===== src/rtl/store_align.sv =====
module store_align #(
  parameter int ADDR_W = 32
) (
  input  logic              clk,
  input  logic              rst_n,
  input  logic              st_valid,
  input  logic [ADDR_W-1:0] st_addr,
  input  logic [1:0]        st_size,
  input  logic [31:0]       st_data,
  output logic [ADDR_W-1:0] mem_addr,
  output logic [31:0]       mem_wdata,
  output logic [3:0]        mem_wmask,
  output logic              mem_wreq,
  output logic              st_misaligned
);
  localparam int LANES = 4;

  logic [1:0]       ofs;
  logic             sz_byte, sz_half, sz_word, bad, go;
  logic [LANES-1:0] lane_en;
  logic [31:0]      lane_data;

  assign ofs     = st_addr[1:0];
  assign sz_byte = (st_size == 2'b00);
  assign sz_half = (st_size == 2'b01);
  assign sz_word = st_size[1];
  assign bad     = st_valid && ((sz_half && ofs[0]) || (sz_word && ofs != 2'b00));
  assign go      = st_valid && !bad;

  always_comb begin
    if (sz_word)      lane_en = 4'b1111;
    else if (sz_half) lane_en = ofs[1] ? 4'b1100 : 4'b0011;
    else              lane_en = 4'b0001 << ofs;
  end

  assign lane_data = sz_byte ? {4{st_data[7:0]}} :
                     sz_half ? {2{st_data[15:0]}} : st_data;

  always_ff @(posedge clk) begin
    if (!rst_n) begin
      mem_wreq      <= 1'b0;
      mem_wmask     <= '0;
      st_misaligned <= 1'b0;
      mem_addr      <= '0;
      mem_wdata     <= '0;
    end else begin
      mem_wreq      <= go;
      mem_wmask     <= go ? lane_en : '0;
      st_misaligned <= bad;
      mem_addr      <= {st_addr[ADDR_W-1:2], 2'b00};
      mem_wdata     <= lane_data;
    end
  end
endmodule



===== config.mk =====
export PLATFORM = sky130hd
export DESIGN_NAME = store_align
export DESIGN_NICKNAME = d
export VERILOG_FILES = /design/src/rtl/store_align.sv
export SDC_FILE = /design/constraint.sdc
export NUM_CORES = 1
export LEC_CHECK = 0
export CORE_ASPECT_RATIO = 1.75
export CORE_MARGIN = 8
export CORE_UTILIZATION = 39
export DETAILED_ROUTE_END_ITERATION = 10
export PLACE_DENSITY = 0.84
export SYNTH_ARGS = -nofsm -noshare
export SYNTH_HDL_FRONTEND = slang
export SYNTH_SLANG_ARGS = --single-unit
export TNS_END_PERCENT = 1

===== constraint.sdc =====
create_clock -name clk -period 1.7 [get_ports clk]
set_input_delay 0.34 -clock clk [delete_from_list [all_inputs] [get_ports clk]]
set_output_delay 0.34 -clock clk [all_outputs]
set_load 0.01 [all_outputs]

==> metrics.yaml <==
yosysWarnings: 0
drv_slew: 0
finalSetupViolCount: 0
ys_seq_area_share_pct: 59.7
antenna_found_initial: 0
grt_max_degree: 36
fin_tns_setup_ns: 0
syn_avg_cell_area_um2: 11.3
cts-root-buf: "clkbuf_8"
clk_path_buf_depth: 2
synth_seq_cells: 68
synth-compound-area-share_pct: 7.35
synth-edff-count: 0
ctsResizeCount: 0
async_flop_share_pct: 0
overflow: 0
dpl_worst_slack_ns: 0.142
port_buffers: 136
place_hpwl_mm: 5.39
grt_setup_unrepaired: "false"
viasPerCell: 4.51
gp_congestion: 0.767
cts_hold_buf: 0
drcViolationCount: 0
core_area_um2: 5790
row_count: 37
drive_gt1_share_pct: 6.45
drtIter0Drc: 142
routedWlPerCell_um: 16.1
boundaryPins: 139
num-nets-final: 409
worstSetupStartpoint: "mem_wdata[8]"
netlist.top_cell.by_area: "dfxtp_1"
netlist_area_um2: 2280
synth.top_cell.area_share_pct: 59.7
p_leak_uw: 0.00150
start_util_pct: 39.4
first_pass_iters: 4
synthTopCellsByArea: "dfxtp_1, and2_1, mux2i_1"
num_antenna_cells: 0
fmax_ghz: 0.637
slowest_stage: "clkdlybuf4s50_1"
period_share_pct: 92.4
first_global_vias: 1951
crit_path_max_fanout: 1
cp.required_ns: 1.36
ir_worst_vdd_mv: 0.713
path_cells: "clkdlybuf4s50_1"
yosys.cell_types.count: 27
track_usage_pct: 16.3
finalNonFillerCells: 419
start_kind: "flip-flop"
muxShareOfSynthArea_pct: 7.02
cts_setup_buffers: 0
synth_top_family_by_area: "simple AND/OR/NAND/NOR gates"
detail_route.wirelength_mm: 6.75
grt_first_pass_wirelength_mm: 10.1
yosys.area_share.simple_pct: 19.9
path_delay_family: "buffers and inverters"
fin_ws_ns: 0.130
critPathKind: "reg2out"
numClockSinks: 68
synth_flop_cell: "dfxtp_1"
place_inst: 407
path_depth: 1
n_fill_cell: 451
hold_viol_final: 0
hold_depth: 2
synth-xor-area-share_pct: 0.768
cp-end-kind: "primary output"
area.growth.synth_to_final_pct: 67.9
postSynthCellCount: 202
critPathBufInv: 1
period_needed_ns: 1.57
die_w_um: 73.8
slowest_delay_ns: 0.58
fp.dieH_um: 117
synth_fa_ha_area_share_pct: 0
power_uw: 3360
status: "complete, no violations"
vias: 1889
htreeDepth: 3
maxCapViolCount: 0
arrival_ns: 1.23
pwr_density_cell_nw_per_um2: 878
clkTransAtPathRegs_ns: 0.06
hp-class: "in2reg"
ant_nets: 0
numCtsBuffers: 9
cts_tree: "done"
worstHoldStart: "st_addr[3]"
dieArea_um2: 8650
## placed cells by master, fill, tap and decap left out
cell	Yosys	final
clkdlybuf4s50_1	0	136
nor2_1	9	9
nor2b_2	4	4
and2_1	38	38
clkbuf_1	3	2
o32ai_1	1	1
mux2i_1	16	16
a21oi_1	9	9
a211oi_1	8	8
nand4b_1	1	1
a221oi_1	1	1
dfxtp_1	68	68
nor3b_1	1	1
nor3_1	2	2
or3b_1	8	8
or2_1	1	1
nor4b_2	1	1
clkbuf_8	0	10
o21ai_0	9	9
buf_4	2	4
inv_2	2	2
conb_1	1	2
xnor2_1	2	2
nand2_1	1	1
buf_12	1	1
nor2b_1	4	4
## cell type report
type | instances | area (um2) | share of cell area [%]
Sequential cell | 68 | 1360 | 35.6
Timing Repair Buffer | 141 | 1410 | 36.9
Inverter | 2 | 7.51 | 0.196
Multi-Input combinational cell | 118 | 806 | 21.0
Tap cell | 78 | 97.6 | 2.55
Clock buffer | 12 | 145 | 3.79
## synthesized netlist by cell type (2+ instances only)
cell,instances
o21ai_0,9
clkbuf_1,3
mux2i_1,16
a211oi_1,8
nor3_1,2
and2_1,38
nor2_1,9
buf_2,5
a21oi_1,9
or3b_1,8
inv_2,2
nor2b_1,4
buf_4,2
nor2b_2,4
dfxtp_1,68
xnor2_1,2
buf_6,3
## final timing paths
check	to	slack [ns]
worst max-delay path	mem_wdata[8]	0.13
worst min-delay path	mem_addr[3]	0.57
## layer usage
layer | wire, um | GRT usage [%]
met1 | 2410 | 15.2
met2 | 3610 | 28.4
met4 | 178 | 12.2
met3 | 549 | 5.29
met5 | 0 | 0
## power breakdown
group	total (uW)	switching (uW)	leakage (uW)	internal, uW
clock	1070	534	0.0000743	538
combinational	581	214	0.000864	368
sequential	1710	23.3	0.000566	1690
## flip-flops by register name, summed over array words and instances, names as in the netlist
register / count
mem_wdata: 32
mem_addr: 30
mem_wreq: 1
st_misaligned: 1
mem_wmask: 4
## logic make-up after synthesis
| group | after synthesis |
|---|---|
| and+or+nand+nor | 70 |
| muxes | 16 |
| AOI/OAI and AO/OA | 28 |
| buffers and inverters | 17 |
| other | 1 |
| DFF | 68 |
| xor gates and xnor gates | 2 |
## stage by stage
stage / instance area (um2) / util [%] / hold slack (ns)
2_1_floorplan: 2280 / - / 0.411
3_3_place_gp: 3680 / 63.7 / 0.921
3_5_place_dp: 3680 / 63.7 / 0.927
4_1_cts: 3830 / 66.2 / 0.558
5_1_grt: 3830 / 66.2 / 0.567
6_report: 3830 / 66.2 / 0.575
No activity file was read; power rests on OpenSTA's default activity.
